<file path="src/rtl/updn_pkg.sv">
package updn_pkg;
  typedef enum logic [1:0] {
    STEP_HOLD = 2'd0,
    STEP_INC  = 2'd1,
    STEP_DEC  = 2'd2
  } step_e;

  function automatic step_e pick_step(input logic up_rise, input logic dn_rise,
                                      input logic up_lvl, input logic dn_lvl);
    if (up_rise && !dn_rise && dn_lvl)      return STEP_INC;
    else if (dn_rise && !up_rise && up_lvl) return STEP_DEC;
    else                                    return STEP_HOLD;
  endfunction
endpackage

</file>
<file path="src/rtl/updn_edge_sync.sv">
module updn_edge_sync #(
  parameter int STAGES = 2
) (
  input  logic clk_i,
  input  logic rst_ni,
  input  logic d_i,
  output logic lvl_o,
  output logic rise_o
);
  logic [STAGES-1:0] chain_q;
  logic              prev_q;

  always_ff @(posedge clk_i or negedge rst_ni) begin
    if (!rst_ni) chain_q[0] <= 1'b1;
    else         chain_q[0] <= d_i;
  end

  for (genvar g = 1; g < STAGES; g++) begin : g_stage
    always_ff @(posedge clk_i or negedge rst_ni) begin
      if (!rst_ni) chain_q[g] <= 1'b1;
      else         chain_q[g] <= chain_q[g-1];
    end
  end

  always_ff @(posedge clk_i or negedge rst_ni) begin
    if (!rst_ni) prev_q <= 1'b1;
    else         prev_q <= chain_q[STAGES-1];
  end

  assign lvl_o  = chain_q[STAGES-1];
  assign rise_o = chain_q[STAGES-1] & ~prev_q;
endmodule

</file>
<file path="src/rtl/updn_cnt_core.sv">
module updn_cnt_core
  import updn_pkg::*;
#(
  parameter int WIDTH = 4
) (
  input  logic             clk_i,
  input  logic             rst_ni,
  input  logic             clr_i,
  input  logic             load_ni,
  input  logic [WIDTH-1:0] data_i,
  input  logic             up_rise_i,
  input  logic             dn_rise_i,
  input  logic             up_lvl_i,
  input  logic             dn_lvl_i,
  output logic [WIDTH-1:0] cnt_o,
  output logic [WIDTH-1:0] q_o
);
  localparam logic [WIDTH-1:0] ONE = WIDTH'(1);

  logic [WIDTH-1:0] cnt_q;
  step_e            step;

  assign step = pick_step(up_rise_i, dn_rise_i, up_lvl_i, dn_lvl_i);

  always_ff @(posedge clk_i or negedge rst_ni) begin
    if (!rst_ni)       cnt_q <= '0;
    else if (clr_i)    cnt_q <= '0;
    else if (!load_ni) cnt_q <= data_i;
    else begin
      unique case (step)
        STEP_INC: cnt_q <= cnt_q + ONE;
        STEP_DEC: cnt_q <= cnt_q - ONE;
        default:  cnt_q <= cnt_q;
      endcase
    end
  end

  // clear and load reach the output without waiting for a clock edge
  always_comb begin
    if (clr_i)         q_o = '0;
    else if (!load_ni) q_o = data_i;
    else               q_o = cnt_q;
  end

  assign cnt_o = cnt_q;
endmodule

</file>
<file path="src/rtl/updn_tc_gen.sv">
module updn_tc_gen #(
  parameter int WIDTH = 4
) (
  input  logic             rst_ni,
  input  logic             clr_i,
  input  logic [WIDTH-1:0] cnt_i,
  input  logic             up_lvl_i,
  input  logic             dn_lvl_i,
  output logic             tc_up_no,
  output logic             tc_dn_no
);
  localparam logic [WIDTH-1:0] CNT_MAX = {WIDTH{1'b1}};

  logic hold_hi;
  assign hold_hi  = clr_i | ~rst_ni;
  assign tc_up_no = hold_hi | ~((cnt_i == CNT_MAX) & ~up_lvl_i);
  assign tc_dn_no = hold_hi | ~((cnt_i == '0) & ~dn_lvl_i);
endmodule

</file>
<file path="src/rtl/updn_dual_cnt.sv">
module updn_dual_cnt #(
  parameter int WIDTH       = 4,
  parameter int SYNC_STAGES = 2
) (
  input  logic             clk_i,
  input  logic             rst_ni,
  input  logic             clr_i,
  input  logic             load_ni,
  input  logic [WIDTH-1:0] data_i,
  input  logic             up_i,
  input  logic             dn_i,
  output logic [WIDTH-1:0] q_o,
  output logic             tc_up_no,
  output logic             tc_dn_no
);
  logic             up_lvl, up_rise, dn_lvl, dn_rise;
  logic [WIDTH-1:0] cnt;

  updn_edge_sync #(.STAGES(SYNC_STAGES)) u_sync_up (
    .clk_i(clk_i), .rst_ni(rst_ni), .d_i(up_i), .lvl_o(up_lvl), .rise_o(up_rise)
  );

  updn_edge_sync #(.STAGES(SYNC_STAGES)) u_sync_dn (
    .clk_i(clk_i), .rst_ni(rst_ni), .d_i(dn_i), .lvl_o(dn_lvl), .rise_o(dn_rise)
  );

  updn_cnt_core #(.WIDTH(WIDTH)) u_core (
    .clk_i(clk_i), .rst_ni(rst_ni), .clr_i(clr_i), .load_ni(load_ni),
    .data_i(data_i), .up_rise_i(up_rise), .dn_rise_i(dn_rise),
    .up_lvl_i(up_lvl), .dn_lvl_i(dn_lvl), .cnt_o(cnt), .q_o(q_o)
  );

  updn_tc_gen #(.WIDTH(WIDTH)) u_tc (
    .rst_ni(rst_ni), .clr_i(clr_i), .cnt_i(cnt), .up_lvl_i(up_lvl),
    .dn_lvl_i(dn_lvl), .tc_up_no(tc_up_no), .tc_dn_no(tc_dn_no)
  );
endmodule

</file>
<file path="config.mk">
export PLATFORM = sky130hd
export DESIGN_NAME = updn_dual_cnt
export DESIGN_NICKNAME = d
export VERILOG_FILES = /design/src/rtl/updn_pkg.sv /design/src/rtl/updn_edge_sync.sv /design/src/rtl/updn_cnt_core.sv /design/src/rtl/updn_tc_gen.sv /design/src/rtl/updn_dual_cnt.sv
export SDC_FILE = /design/constraint.sdc
export NUM_CORES = 1
export LEC_CHECK = 0
export BUFFER_PORTS_ARGS = -buffer_cell sky130_fd_sc_hd__buf_4
export CELL_PAD_IN_SITES_DETAIL_PLACEMENT = 1
export CELL_PAD_IN_SITES_GLOBAL_PLACEMENT = 1
export CORE_ASPECT_RATIO = 1.25
export CORE_UTILIZATION = 38
export CTS_CLUSTER_DIAMETER = 80
export CTS_CLUSTER_SIZE = 28
export DETAILED_ROUTE_END_ITERATION = 8
export GPL_TIMING_DRIVEN = 0
export HOLD_SLACK_MARGIN = 0.02
export PLACE_DENSITY_LB_ADDON = 0.12
export SYNTH_ARGS = -nofsm -noshare
export SYNTH_HDL_FRONTEND = slang
export SYNTH_HIERARCHICAL = 1
export SYNTH_SLANG_ARGS = --single-unit
</file>
<file path="constraint.sdc">
create_clock -name clk_i -period 2.5 [get_ports clk_i]
set_input_delay 0.125 -clock clk_i [delete_from_list [all_inputs] [get_ports clk_i]]
set_output_delay 0.125 -clock clk_i [all_outputs]
set_load 0.02 [all_outputs]
</file>
== After elaboration in Yosys (flattened, before gate mapping) ==
Cells that the tools add are included.

* Register bits after elaboration: 10
* Bits of input ports: 10
* Output and inout bits: 6
* Word-level logic and storage cells: 41

* Add/subtract/negate cells: 2
* Equality and inequality tests: 4
* Mux-type cells: 7
* Bitwise operators: 14
* Reduce and logical (&&, ||, !) cells: 7

{| class="wikitable"
|+ Operators by type and width
! kind !! count
|-
| 4-bit 2-to-1 mux || 4
|-
| 4-bit one-hot mux with 2 select lines || 1
|-
| 1-bit NOT || 7
|-
| 4-bit by 1-bit adder with 4-bit output (second input constant) || 1
|-
| 1-bit AND || 4
|-
| 4-bit equality test (second input constant) || 1
|-
| 1-bit logical AND || 4
|-
| 4-bit logical NOT || 1
|-
| 2-bit 2-to-1 mux || 2
|-
| 4-bit by 2-bit != test with 1-bit output (second input constant) || 1
|-
| 4-bit by 1-bit subtractor with 4-bit output (second input constant) || 1
|-
| 1-bit OR || 3
|-
| 2-bit by 1-bit equality test with 1-bit output (second input constant) || 1
|-
| 2-bit equality test (second input constant) || 1
|-
| 1-bit logical NOT || 2
|}

== Depth between registers and ports, before layout ==
* Depth after elaboration: 11
* Mapped depth: 8
* Mapped depth without buffers: 8

== By module ==
The synthesis kept the hierarchy.

{| class="wikitable"
|+ By module, submodules not included
! module !! instances !! cells each !! area each (um2) !! seq. area each (um2)
|-
| updn_cnt_core || 1 || 46 || 407.9 || 100.1
|-
| updn_edge_sync || 2 || 4 || 92.6 || 78.8
|-
| updn_tc_gen || 1 || 5 || 42.5 || 0.0
|}

== Worst setup path after synthesis ==
No wires, ideal clock.

* Kind: register to register
* Start point: reg u_sync_up.chain_q[1] (netlist: u_sync_up/lvl_o)
* End point: reg u_core.cnt_q[3] (netlist: u_core/cnt_o[3])
* Setup time: 0.136 ns
* Arrival: 1.673 ns
* Required time: 2.364 ns
* Slack: 0.691 ns
* Cell stages (with the launch flop): 9
* Buffers on the path: 0
* Period minus slack after synthesis: 1.809 ns
* Path through: dfstp_2 -> nor2b_4 -> nand3b_1 -> inv_1 -> ha_1 -> a21o_1 -> a21oi_1 -> a21o_1 -> o311ai_1

* Longest elaborated chain between the ends: 10
* Elaborated cells between the ends (all ways): 14
* Those cells by class: 3 x eq/ne; 5 x mux; 1 x bitwise; 5 x reduce/logical

{| class="wikitable"
|+ RTL lines
! element !! RTL line !! RTL
|-
| start, declared || updn_edge_sync.sv:10 || <nowiki>logic [STAGES-1:0] chain_q;</nowiki>
|-
| start signal, assigned by index || updn_edge_sync.sv:21 || <nowiki>else chain_q[g] <= chain_q[g-1];</nowiki>
|-
| 1-bit AND (*) || updn_edge_sync.sv:31 || <nowiki>assign rise_o = chain_q[STAGES-1] & ~prev_q;</nowiki>
|-
| named net up_rise || updn_dual_cnt.sv:16 || <nowiki>logic up_lvl, up_rise, dn_lvl, dn_rise;</nowiki>
|-
| 1-bit logical NOT || updn_pkg.sv:11 || <nowiki>else if (dn_rise && !up_rise && up_lvl) return STEP_DEC;</nowiki>
|-
| 1-bit logical AND (2 in series) || updn_pkg.sv:11 ||
|-
| 2-bit 2-to-1 mux || updn_pkg.sv:11 ||
|-
| 2-bit 2-to-1 mux (*) || updn_pkg.sv:10 || <nowiki>if (up_rise && !dn_rise && dn_lvl) return STEP_INC;</nowiki>
|-
| 2-bit equality test or 2-bit by 1-bit equality test with 1-bit output (tied branches) || updn_cnt_core.sv:30 || <nowiki>unique case (step)</nowiki>
|-
| 4-bit one-hot mux with 2 select lines || updn_cnt_core.sv:30 ||
|-
| 4-bit 2-to-1 mux || updn_cnt_core.sv:28 || <nowiki>else if (!load_ni) cnt_q <= data_i;</nowiki>
|-
| 4-bit 2-to-1 mux || updn_cnt_core.sv:27 || <nowiki>else if (clr_i) cnt_q <= '0;</nowiki>
|-
| end signal, assigned || updn_cnt_core.sv:28 ||
|-
| end signal, assigned || updn_cnt_core.sv:31 || <nowiki>STEP_INC: cnt_q <= cnt_q + ONE;</nowiki>
|-
| end signal, assigned || updn_cnt_core.sv:32 || <nowiki>STEP_DEC: cnt_q <= cnt_q - ONE;</nowiki>
|-
| end, declared || updn_cnt_core.sv:20 || <nowiki>logic [WIDTH-1:0] cnt_q;</nowiki>
|}

Mark *: on every way through the listed nets, which the timed path passes. The rest lies on a longest branch.
A chain may end at the register's enable or synchronous reset.

== Worst setup path in the final report ==
Ends and elaborated chain as after synthesis.

==> flow_metrics.py <==
metrics = {
    "run_status": {
        "status": "finished, final reports clean",
    },
    "worst_hold_path": {
        "hold_path.class": "input pin to flip-flop",
    },
    "synth": {
        "synth_warnings": 6,
        "synth_top_area_share_pct": 24.80,
        "yosys-top-cells-count": "dfstp_2, nand2_1, dfrtp_1, inv_1",
        "yosysMostFrequentCell": "dfstp_2",
        "ys.flop_type": "dfstp_2",
        "yosysSeqAreaShare_pct": 40.55,
        "syn-num-nets": 72,
        "synthTopCellsByArea": "dfstp_2, dfrtp_1, nor2b_4, mux2i_1, ha_1",
        "netlist_area_sq_um": 635.6,
        "yosysTopAreaCell": "dfstp_2",
        "syn_avg_cell_area_sq_um": 10.77,
        "synth_edf_count": 0,
        "synth.ff_latch_count": 10,
        "synth_cell_types": 28,
        "synthArstFlopShare_pct": 100.0,
        "synth_cells": 59,
    },
    "cts": {
        "cts_tree": "yes",
        "cts_setup_buffers": 0,
        "cts_root_buffer": "clkbuf_4",
        "cts_buffers": 3,
        "clock_path_buffers": 2,
        "clock_latency_ns": 0.26,
        "clock-sinks": 10,
        "cts.clk_slew.worst_paths_ns": 0.06,
        "cts_max_level": 1,
    },
    "power_and_ir_drop": {
        "p_int_mw": 0.2757,
        "p_switching_mw": 0.1016,
        "swShare_pct": 26.93,
        "pwr-share-clk_pct": 27.9,
        "seqPwrFrac_pct": 49.9,
        "power_per_cell_area_nw_per_um2": 458.2,
        "cellLeakagePower_nw": 0.3825,
        "power_frac_comb_pct": 22.2,
        "irDropWorstVdd_mv": 0.4329,
    },
    "sta": {
        "rsz0062_at_grt": "false",
        "tightest_slew_ns": 0.2624,
        "hold_viol": 0,
        "min_period_over_period_pct": 81.05,
        "setup_viol": 0,
        "maxSlewViolCount": 0,
        "fin_ws_ns": 0.4738,
        "fin_setup_tns_ns": 0,
        "fin_crit_ns": 2.026,
        "slew_headroom_pct": 82.39,
        "finClkSkew_ns": 0.005803,
        "fmax_mhz": 493.5,
    },
    "floorplanning": {
        "die_w_um": 38.58,
        "die_y_um": 47.73,
        "die_area_sq_um": 1841,
        "initial_core_util_pct": 40.71,
        "io_pins": 16,
        "rows": 16,
        "fp.coreArea_sq_um": 1562,
    },
    "grt": {
        "busiest_layer": "met2",
        "grt_pass1_wl_um": 2090,
        "grt_max_degree": 13,
        "antenna_found_initial": 0,
        "gr-usage-met2_pct": 27.33,
        "grt_pass1_vias": 468,
        "grt_usage_pct": 17.33,
        "grtUsageMet3_pct": 5.581,
        "grt-ovfl-total": 0,
        "grtUsageMet1_pct": 22.29,
    },
    "detailed_routing": {
        "routed_via_density": 5.061,
        "drt_wl_total_um": 1371,
        "drc": 0,
        "ant_nets": 0,
        "vias": 496,
        "drtIter0Drc": 10,
        "first_pass_iters": 3,
        "wl_per_cell_um": 13.99,
    },
    "critical_path": {
        "critPathCaptureType": "flip-flop",
        "arrival_ns": 2.15,
        "crit_type": "flip-flop to flip-flop",
        "worst_setup_path_start_kind": "flip-flop",
        "required_ns": 2.63,
        "critPathMaxFanout": 6,
    },
    "placed_design": {
        "preCtsSetupSlack_ns": 0.4659,
        "port_buffers": 15,
        "gp_congestion": 0.6771,
        "dp_hpwl_um": 1004,
    },
    "final_layout": {
        "seq_area_sq_um": 257.7,
        "drive_gt1_share_pct": 40.00,
        "final_core_util_pct": 52.72,
        "layout.nets": 95,
        "multi_input_area_sq_um": 340.3,
        "insertedDiodeCount": 0,
        "fill_cells": 184,
        "area_delta_synth_final_pct": 29.53,
    },
    "flow_run": {
        "cap_violations": 0,
    },
}
cell usage in the layout (no fill, tap or decap), drive strengths merged:
cell type | Yosys | routed
and3 | 1 | 1
nand2 | 5 | 5
buf | 2 | 17
o21ai | 1 | 1
dfstp | 6 | 6
xnor2 | 2 | 2
ha | 2 | 2
dlygate4sd3 | 0 | 3
nand4 | 1 | 1
a21oi | 3 | 3
nand3 | 2 | 2
nor4b | 1 | 1
nor2b | 3 | 3
dfrtp | 4 | 4
a311oi | 1 | 1
nand2b | 3 | 3
a21o | 2 | 2
o2bb2ai | 1 | 1
nand3b | 2 | 2
o311ai | 1 | 1
nor2 | 3 | 3
mux2i | 3 | 3
or3 | 1 | 1
o22ai | 1 | 1
and4bb | 1 | 1
fa | 1 | 1
clkbuf | 0 | 3
inv | 4 | 4
nor3 | 2 | 2
logic make-up after synthesis:
family,synth area share [%]
AOI/OAI and AO/OA,10.63
adders and majority gates,7.086
DFF,40.55
muxes,4.725
and+or+nand+nor,28.35
xor gates and xnor gates,2.756
buffers and inverters,5.905
registers in the layout, summed over array words and instances (netlist names):
name	cells
u_sync_dn/lvl_o	1
u_sync_up/lvl_o	1
u_sync_dn/chain_q	1
u_sync_up/prev_q	1
u_sync_dn/prev_q	1
u_sync_up/chain_q	1
u_core/cnt_o	4
per-stage QoR:
step	total power [mW]	cells	hold slack, ns	instance area, sq um
after floorplan	0.2374	59	-0.1706	635.6
after global placement	0.2695	92	-0.04300	770.7
after detailed placement	0.2716	92	-0.03774	770.7
after CTS	0.3830	98	0.1476	823.3
after global routing	0.4007	98	0.1531	823.3
final	0.3772	98	0.1474	823.3
cell type report:
cell class	instances	share of cell area, %
multi-input cells	43	41.34
flip-flops and latches	10	31.31
repair buffers	18	17.33
clock buffers	3	2.736
plain buffers	2	2.736
well taps	18	2.736
inverters	4	1.824
power by group through the flow:
stage          registers [mW]  logic, mW  clock network [mW]
6_report                0.188     0.0838               0.105
5_1_grt                 0.190     0.0931               0.118
4_1_cts                 0.188     0.0847               0.110
3_5_place_dp            0.191     0.0805                   0
3_3_place_gp            0.190     0.0793                   0
2_1_floorplan           0.187     0.0505                   0
critical path, cell delays in order (launching register included):
cell and delay, ns:
dfstp_2 0.55, nor2b_4 0.14, nand3b_1 0.24, inv_1 0.10
ha_1 0.28, a21o_1 0.18, a21oi_1 0.19, a21o_1 0.11
o311ai_1 0.09
metal layers:
| metal | wire length (um) | share of wire [%] |
|---|---|---|
| met3 | 37 | 2.7 |
| met5 | 0 | 0 |
| met1 | 644 | 47 |
| met4 | 10 | 0.73 |
| met2 | 678 | 49 |
what timing repair did:
action	CTS	global route
hold endpoints to repair	12	0
hold buffers	3	0
resized for setup	0	0
worst paths after layout:
path                                      start              endpoint  slack (ns)  depth (start not counted)
hold reg to reg            u_sync_dn/chain_q[0]       u_sync_dn/lvl_o        0.35                          0
setup / recovery                u_sync_up/lvl_o       u_core/cnt_o[3]        0.47                          8
setup reg to reg                u_sync_up/lvl_o       u_core/cnt_o[3]        0.47                          8
min in group asynchronous                rst_ni       u_core/cnt_o[2]        0.25                          2
hold / removal                        data_i[2]       u_core/cnt_o[2]        0.15                          3
max in group asynchronous                rst_ni  u_sync_dn/chain_q[0]        2.03                          2
Power figures use the tool's default switching activity.
